## src/rtl/rxf_pkg.sv

```systemverilog
package rxf_pkg;
  localparam int SLOT_W = 20;
  localparam int BUS_W  = 32;

  typedef enum logic [1:0] {
    MODE_UART    = 2'b00,
    MODE_CODEC8  = 2'b01,
    MODE_CODEC16 = 2'b10,
    MODE_SLOT    = 2'b11
  } mode_e;

  typedef struct packed {
    logic              first;
    logic              wide;
    logic [SLOT_W-1:0] data;
  } entry_t;
endpackage

```

## src/rtl/rxf_mem.sv

```systemverilog
module rxf_mem #(
  parameter int W     = 22,
  parameter int DEPTH = 16,
  localparam int AW   = $clog2(DEPTH)
) (
  input  logic          clk,
  input  logic          we,
  input  logic [AW-1:0] waddr,
  input  logic [W-1:0]  wdata,
  input  logic          re,
  input  logic [AW-1:0] raddr,
  output logic [W-1:0]  rdata
);
  logic [W-1:0] ram [DEPTH];

  always_ff @(posedge clk) begin
    if (we) ram[waddr] <= wdata;
  end

  always_ff @(posedge clk) begin
    if (re) rdata <= ram[raddr];
  end
endmodule

```

## src/rtl/rxf_ctrl.sv

```systemverilog
module rxf_ctrl #(
  parameter int DEPTH = 16,
  localparam int AW   = $clog2(DEPTH)
) (
  input  logic          clk,
  input  logic          rst,
  input  logic          rx_reset,
  input  logic          rx_enable,
  input  logic          push_valid,
  input  logic          pop,
  output logic          do_push,
  output logic          do_pop,
  output logic [AW-1:0] wptr,
  output logic [AW-1:0] rptr,
  output logic          empty,
  output logic          full,
  output logic          overrun,
  output logic          rd_valid
);
  logic [AW:0] count;
  logic        armed;
  logic        offer;

  assign empty   = (count == '0);
  assign full    = (count == (AW+1)'(DEPTH));
  assign offer   = push_valid && rx_enable && armed && !rx_reset;
  assign do_pop  = pop && !empty && !rx_reset;
  assign do_push = offer && (!full || do_pop);

  always_ff @(posedge clk) begin
    if (rst) begin
      wptr     <= '0;
      rptr     <= '0;
      count    <= '0;
      overrun  <= 1'b0;
      rd_valid <= 1'b0;
      armed    <= 1'b1;
    end else if (rx_reset) begin
      wptr     <= '0;
      rptr     <= '0;
      count    <= '0;
      overrun  <= 1'b0;
      rd_valid <= 1'b0;
      armed    <= 1'b0;
    end else begin
      rd_valid <= do_pop;
      if (!rx_enable) armed <= 1'b1;
      if (do_push) wptr <= (wptr == AW'(DEPTH-1)) ? '0 : wptr + 1'b1;
      if (do_pop)  rptr <= (rptr == AW'(DEPTH-1)) ? '0 : rptr + 1'b1;
      if (do_push && !do_pop)      count <= count + 1'b1;
      else if (do_pop && !do_push) count <= count - 1'b1;
      if (offer && full && !do_pop) overrun <= 1'b1;
    end
  end


  no_overflow_chk: assert property (@(posedge clk) disable iff (rst)
    count <= (AW+1)'(DEPTH));


  flags_exclusive_chk: assert property (@(posedge clk) disable iff (rst)
    !(empty && full));


  flush_clears_chk: assert property (@(posedge clk) disable iff (rst)
    rx_reset |=> (empty && !overrun && !rd_valid));


  overrun_sticky_chk: assert property (@(posedge clk) disable iff (rst)
    (overrun && !rx_reset) |=> overrun);


  disabled_no_fill_chk: assert property (@(posedge clk) disable iff (rst)
    (!rx_enable && !pop && !rx_reset) |=> $stable(count));


  valid_after_pop_chk: assert property (@(posedge clk) disable iff (rst)
    rd_valid |-> $past(pop));
endmodule

```

## src/rtl/rxf_align.sv

```systemverilog
module rxf_align
  import rxf_pkg::*;
(
  input  mode_e              mode,
  input  entry_t             ent,
  output logic [BUS_W-1:0]   word
);
  always_comb begin
    case (mode)
      MODE_SLOT: begin
        if (ent.wide) word = {ent.data, ent.first, 11'b0};
        else          word = {ent.data[15:0], 4'b0, ent.first, 11'b0};
      end
      MODE_CODEC16: word = {ent.data[15:0], 16'b0};
      default:      word = {ent.data[7:0], 24'b0};
    endcase
  end
endmodule

```

## src/rtl/rx_sample_fifo.sv

```systemverilog
module rx_sample_fifo
  import rxf_pkg::*;
#(
  parameter int DEPTH = 16,
  localparam int AW   = $clog2(DEPTH)
) (
  input  logic        clk,
  input  logic        rst,
  input  logic        rx_reset,
  input  logic        rx_enable,
  input  logic [1:0]  mode,
  input  logic        push_valid,
  input  logic [19:0] push_data,
  input  logic        push_wide,
  input  logic        push_first,
  input  logic        pop,
  output logic        rd_valid,
  output logic [31:0] rd_data,
  output logic        empty,
  output logic        full,
  output logic        overrun,
  output logic        irq
);
  logic          do_push, do_pop;
  logic [AW-1:0] wptr, rptr;
  entry_t        wr_ent, rd_ent;
  mode_e         mode_q;

  assign wr_ent = '{first: push_first, wide: push_wide, data: push_data};

  rxf_ctrl #(.DEPTH(DEPTH)) u_ctrl (
    .clk(clk), .rst(rst), .rx_reset(rx_reset), .rx_enable(rx_enable),
    .push_valid(push_valid), .pop(pop), .do_push(do_push), .do_pop(do_pop),
    .wptr(wptr), .rptr(rptr), .empty(empty), .full(full),
    .overrun(overrun), .rd_valid(rd_valid)
  );

  rxf_mem #(.W($bits(entry_t)), .DEPTH(DEPTH)) u_mem (
    .clk(clk), .we(do_push), .waddr(wptr), .wdata(wr_ent),
    .re(do_pop), .raddr(rptr), .rdata(rd_ent)
  );

  always_ff @(posedge clk) begin
    if (rst)         mode_q <= MODE_UART;
    else if (do_pop) mode_q <= mode_e'(mode);
  end

  rxf_align u_align (.mode(mode_q), .ent(rd_ent), .word(rd_data));

  assign irq = rx_enable && !empty;


  irq_idle_chk: assert property (@(posedge clk) disable iff (rst)
    empty |-> !irq);


  flag_slot_only_chk: assert property (@(posedge clk) disable iff (rst)
    (rd_valid && mode_q != MODE_SLOT) |-> !rd_data[11]);
endmodule

```

## config.mk

```make
export PLATFORM = sky130hd
export DESIGN_NAME = rx_sample_fifo
export DESIGN_NICKNAME = d
export VERILOG_FILES = /design/src/rtl/rxf_pkg.sv /design/src/rtl/rxf_mem.sv /design/src/rtl/rxf_ctrl.sv /design/src/rtl/rxf_align.sv /design/src/rtl/rx_sample_fifo.sv
export SDC_FILE = /design/constraint.sdc
export NUM_CORES = 1
export LEC_CHECK = 0
export ABC_AREA = 1
export BUFFER_PORTS_ARGS = -buffer_cell sky130_fd_sc_hd__buf_4
export CORE_ASPECT_RATIO = 1.1
export CORE_MARGIN = 2
export CORE_UTILIZATION = 60
export CTS_BUF_LIST = sky130_fd_sc_hd__clkbuf_2
export CTS_CLUSTER_SIZE = 40
export DETAILED_ROUTE_END_ITERATION = 10
export HOLD_SLACK_MARGIN = 0.03
export PLACE_DENSITY = 0.78
export SKIP_CTS_REPAIR_TIMING = 1
export SLEW_MARGIN = 20
export SYNTH_ARGS = -nofsm -noshare
export SYNTH_HDL_FRONTEND = slang
export SYNTH_SLANG_ARGS = --single-unit
```

## constraint.sdc

```tcl
create_clock -name clk -period 3.35 [get_ports clk]
set_clock_uncertainty 0.05 [all_clocks]
set_input_delay 0.1675 -clock clk [delete_from_list [all_inputs] [get_ports clk]]
set_output_delay 0.1675 -clock clk [all_outputs]
set_load 0.03 [all_outputs]
```

==> results.cfg, run 1 <==
[status]
status = completed

[layout]
drive_gt1_share_pct = 15.4
final_cell_mix = 374 x edfxtp_1, 217 x nand2_1, 193 x nor2_1
fin_cells = 1972
fillers = 1931
syn_to_final_growth_pct = 12.4
layout_commonest_cell = edfxtp_1
nets = 1595

[timing]
drv_slew = 0
relSlewSlack_pct = 20.4
finalHoldViolations = 0
worst_slew_pin_slew_ps = 1190
setup_viol = 0
fin_crit_sh_pct = 86.1
clock.fmax_mhz = 347
rsz0062_at_grt = false
post-route-min-period_ps = 2890
tns_ps = 0
fin_hold_ws_ps = 60.1

[routing]
wire_per_inst_um = 19.6
vias = 11200
drc = 0
first_pass_iters = 7
vias_per_cell = 5.70
totalWireLength_mm = 38.6
ant_nets = 0
drtIter0Drc = 1487

[worst_setup_path]
cp.required_ps = 3130
cpPeakStageDelay_ps = 670
startpoint = mode_q[1]$_SDFFE_PP0N_
critPathMaxFanout = 16
cp-endpoint = rd_data[25]
criticalPathCategory = reg2out
cp_slowest_cell = dfxtp_1
r2r_cells = 7
path_cells = nand3_1, o221ai_1, buf_4
worstPathArrival_ps = 2670
regToRegEndpoint = u_ctrl.wptr[3]$_SDFFE_PP0P_
worstSetupStartpointType = flip-flop
crit-reg2reg-launch = u_ctrl.armed$_SDFFE_PP1P_
reg2reg_slack_ps = 670
critPathCaptureType = primary output

[synthesis]
synthDistinctLibCells = 34
netlist_area_sq_um = 16500
seq_area_frac_synth_pct = 70.4
yosys_warnings = 0
synth_seq_cells = 392
synth_area_per_cell_sq_um = 11.8
syn_inst = 1399

[floorplanning]
rows = 63
initial_core_util_pct = 61.1
ios = 67
die_width_um = 162
fp.dieArea_sq_um = 28800
core_sq_um = 27000
die_h_um = 178

[placement]
numPortBuffers = 55
gp_congestion = 0.854
placed_cells = 1765
dp_hpwl_mm = 20.3

[clocking]
numCtsBuffers = 90
cts_sinks = 392
htreeDepth = 3
clk_pin_slew_ps = 110
cts_tree = built
clkLatencyLatePin_ps = 940
cts_buffer_depth = 3
ctsRootBufferMaster = clkbuf_2

[power]
p_per_area_nw_per_um2 = 469
seqPwrFrac_pct = 62.2
p_leak_nw = 6.88
swShare_pct = 23.8
ir_drop_uv = 280
pwr-share-comb_pct = 4.8
internal_power_mw = 6.61
pwr-share-clk_pct = 33.0
power.switching_mw = 2.07

[flow_run]
drv_cap = 0

[global_route]
grt_pass1_vias = 10700
grt_max_degree = 249
antenna_found_initial = 2
grt_overflow_total = 0
track_usage_pct = 26.5
grt_pass1_wl_mm = 57.3

[hold_path]
hold_class = in2reg
## power groups by stage
stage          clock, mW  combinational (mW)  sequential, mW
6_report            2.87               0.418            5.39
3_5_place_dp           0               0.361            5.50
4_1_cts             2.92               0.363            5.39
5_1_grt             3.15               0.457            5.40
3_3_place_gp           0               0.350            5.50
2_1_floorplan          0               0.228            5.50
## how the worst min path moves through the flow
stage,from,endpoint,cells past startpoint
global route,push_data[17],u_mem.ram[3][17]$_DFFE_PP_,2
global placement,rst,u_ctrl.rd_valid$_SDFF_PP0_,2
floorplan,rst,u_ctrl.rd_valid$_SDFF_PP0_,1
CTS,rst,u_ctrl.rd_valid$_SDFF_PP0_,2
finish,push_data[17],u_mem.ram[9][17]$_DFFE_PP_,2
detailed placement,rst,u_ctrl.rd_valid$_SDFF_PP0_,2
## synthesized netlist by cell type, drive strengths merged
cell	n	area, sq um
o211ai	64	480
buf	69	514
edfxtp	374	11200
o21ai	99	495
conb	1	3.75
clkbuf	19	72.6
nor3	17	100
ha	10	125
nor2	196	751
o22ai	7	43.8
nand3b	1	7.51
o221ai	8	70.1
fa	1	20.0
dfxtp	18	360
inv	121	457
a31oi	1	6.26
a21oi	19	95.1
nand3	144	721
xor2	2	17.5
xnor2	2	17.5
nand4	4	25.0
nand2	221	850
and3	1	6.26
## sequential cells by signal, indices dropped and copies added, names as in the netlist
name             flops
u_ctrl.count         5
u_mem.rdata         22
u_ctrl.rd_valid      1
u_ctrl.overrun       1
u_ctrl.armed         1
u_mem.ram          352
u_ctrl.rptr          4
u_ctrl.wptr          4
mode_q               2
## worst max-delay path: cells and delay by family (launching register included)
kind                   cells  cell delay (ps)
AO/OA/AOI/OAI              1              400
flip-flops                 1              670
AND/OR/NAND/NOR            1              490
buffers and inverters      1              220
## layout make-up
type                       instances  area (sq um)  area share (%)
timing repair buffer             141          1270            6.86
inverter                         121           459            2.48
sequential                       392         11600            62.7
multi-input combinational        808          3950            21.4
tap                              357           447            2.41
clock inverter                    26           150           0.811
clock buffer                     125           626            3.38
antenna                            2          5.00          0.0270
## kinds of logic (layout without fill, tap and decap cells)
logic type	Yosys count	in the layout	share of synthesized area, %
flops	392	392	70.4
compound gates	198	198	7.23
xor+xnor	4	4	0.213
simple gates	584	584	14.9
buf+inv	209	413	6.34
fa+ha+maj	11	11	0.881
other cells	1	13	0.0228
## routing by layer
layer	up-vias	track usage [%]	part of all wire, %
met5	-	0	0.039
met4	2	13.1	3.3
met3	96	6.40	9.1
met2	570	43.8	49
met1	5333	33.0	38
li1	5236	-	-
## per-stage QoR
stage / instance area, sq um / power (mW) / utilization (%) / setup WS [ps]
floorplan: 16500 / 5.73 / - / 389
global placement: 17200 / 5.85 / 63.7 / 1090
detailed placement: 17200 / 5.87 / 63.7 / 1040
CTS: 18000 / 8.67 / 66.6 / 459
global route: 18500 / 9.00 / 68.6 / 317
finish: 18500 / 8.68 / 68.6 / 464
(Power assumes the default switching activity.)
==> run 2: changes to the inputs <==
--- a/config.mk
+++ b/config.mk
@@ -7,16 +7,18 @@
 export LEC_CHECK = 0
 export ABC_AREA = 1
 export BUFFER_PORTS_ARGS = -buffer_cell sky130_fd_sc_hd__buf_4
+export CELL_PAD_IN_SITES_DETAIL_PLACEMENT = 1
+export CELL_PAD_IN_SITES_GLOBAL_PLACEMENT = 1
 export CORE_ASPECT_RATIO = 1.1
 export CORE_MARGIN = 2
-export CORE_UTILIZATION = 60
+export CORE_UTILIZATION = 52
 export CTS_BUF_LIST = sky130_fd_sc_hd__clkbuf_2
 export CTS_CLUSTER_SIZE = 40
 export DETAILED_ROUTE_END_ITERATION = 10
 export HOLD_SLACK_MARGIN = 0.03
-export PLACE_DENSITY = 0.78
+export PLACE_DENSITY_LB_ADDON = 0.1
 export SKIP_CTS_REPAIR_TIMING = 1
-export SLEW_MARGIN = 20
+export SLEW_MARGIN = 40
 export SYNTH_ARGS = -nofsm -noshare
 export SYNTH_HDL_FRONTEND = slang
 export SYNTH_SLANG_ARGS = --single-unit
==> results.cfg, run 2 (synthesis results as in run 1) <==
[global_route]
grt_pass1_vias = 11800
busiest_layer = met2
gr-usage-met2_pct = 47.9
antenna_found_initial = 1
grt_overflow_total = 0
track_usage_pct = 28.0
grt_pass1_wl_mm = 68.8
grtUsageMet1_pct = 35.2
gr-usage-met3_pct = 5.76
grt_max_degree = 113

[floorplanning]
ios = 67
initial_core_util_pct = 52.6
core_sq_um = 31300
die_h_um = 191
rows = 68
die_width_um = 174
fp.dieArea_sq_um = 33100

[layout]
fin_cells = 2073
syn_to_final_growth_pct = 15.1
final_area_sq_um = 19000
top_register = u_mem.ram
nets = 1621
top_regs = u_mem.ram (352), u_mem.rdata (22), u_ctrl.count (5)
fillers = 3345
largest_reg_flops = 352
fin_util_pct = 60.5
final_cell_mix = 374 x edfxtp_1, 217 x nand2_1, 193 x nor2_1
layout_commonest_cell = edfxtp_1
drive_gt1_share_pct = 16.1

[worst_setup_path]
critPathMaxFanout = 7
worstSetupStartpointType = flip-flop
cp.required_ps = 4250
critPathCaptureType = flip-flop
r2r_cells = 7
worstPathArrival_ps = 3800
criticalPathCategory = reg2reg

[clocking]
ctsRootBufferMaster = clkbuf_2
cts_sinks = 392
clkLatencyLatePin_ps = 990
numCtsBuffers = 96
cts_tree = built
cts_buffer_depth = 3
clk_pin_slew_ps = 130
htreeDepth = 3

[placement]
dp_hpwl_mm = 26.0
placed_cells = 1832
post-place-ws_ps = 903
gp_congestion = 0.806
dpl-instance-area_sq_um = 17400
numPortBuffers = 55

[routing]
totalWireLength_mm = 47.8
ant_nets = 0
drc = 0
vias_per_cell = 5.63
wire_per_inst_um = 23.0
vias = 11700
first_pass_iters = 5
drtIter0Drc = 971

[hold_path]
hold_depth = 8
hold_class = in2reg

[timing]
clock.fmax_mhz = 344
worst_slew_pin_slew_ps = 830
fin_crit_sh_pct = 86.7
post-route-min-period_ps = 2900
tns_ps = 0
rsz0062_at_grt = false
setup_viol = 0
relSlewSlack_pct = 44.5
drv_slew = 0
finalHoldViolations = 0
setup_slack_ps = 447

[flow_run]
drv_cap = 0

[power]
ir_drop_uv = 251
p_per_area_nw_per_um2 = 479
p_leak_nw = 7.07

[status]
status = completed
==> run 2: changes by cell type in the layout (fill, tap and decap cells not counted), sizes merged <==
cell         previous run  this run
dlygate4sd3            54        70
clkbuf                125       136
clkinv                 21        28
buf                    87        91
clkinvlp                3         0
diode                   2         3
bufinv                  1         3
==> run 2: where the power goes <==
| group | internal [mW] | leakage [nW] | switching (mW) | total [mW] |
|---|---|---|---|---|
| combinational | 0.161 | 2.89 | 0.296 | 0.457 |
| sequential | 5.38 | 3.51 | 0.0211 | 5.40 |
| clock | 1.32 | 0.668 | 1.91 | 3.23 |
==> run 2: final timing paths <==
check | slack (ps) | start | to
worst max-delay path | 450 | u_ctrl.armed$_SDFFE_PP1P_ | u_ctrl.wptr[3]$_SDFFE_PP0P_
worst min-delay path | 60 | push_valid | u_ctrl.count[2]$_SDFFE_PP0P_
worst min register to register | 500 | u_ctrl.count[0]$_SDFFE_PP0P_ | u_ctrl.count[0]$_SDFFE_PP0P_
worst max register to register | 450 | u_ctrl.armed$_SDFFE_PP1P_ | u_ctrl.wptr[3]$_SDFFE_PP0P_
==> run 2: final cells by class <==
type	instances	area (sq um)	area share, %
sequential	392	11600	61.2
clock inverter	32	208	1.10
timing repair buffer	161	1520	8.00
clock buffer	136	681	3.59
antenna	3	7.51	0.0396
inverter	121	463	2.44
tap	420	526	2.77
multi-input combinational	808	3960	20.9
==> run 2: critical path: stages, from the launching register on <==
cell	delay, ps
dfxtp_1	370
nand3_1	180
nor2_4	140
dlygate4sd3_1	750
a21oi_1	110
dlygate4sd3_1	590
nor2_1	140
dlygate4sd3_1	560
==> run 2: layer usage <==
layer / wire [um] / up-vias / part of all wire [%]
li1: - / 5290 / -
met1: 19200 / 5860 / 40
met2: 24100 / 420 / 50
met3: 3090 / 101 / 6.5
met4: 1400 / 0 / 2.9
met5: 0 / - / 0
==> run 2: per-stage QoR <==
stage               power [mW]  hold slack, ps
finish                    9.09            57.6
floorplan                 5.73             190
detailed placement        5.89             312
global route              9.43            66.0
global placement          5.87             293
CTS                       9.06            -736
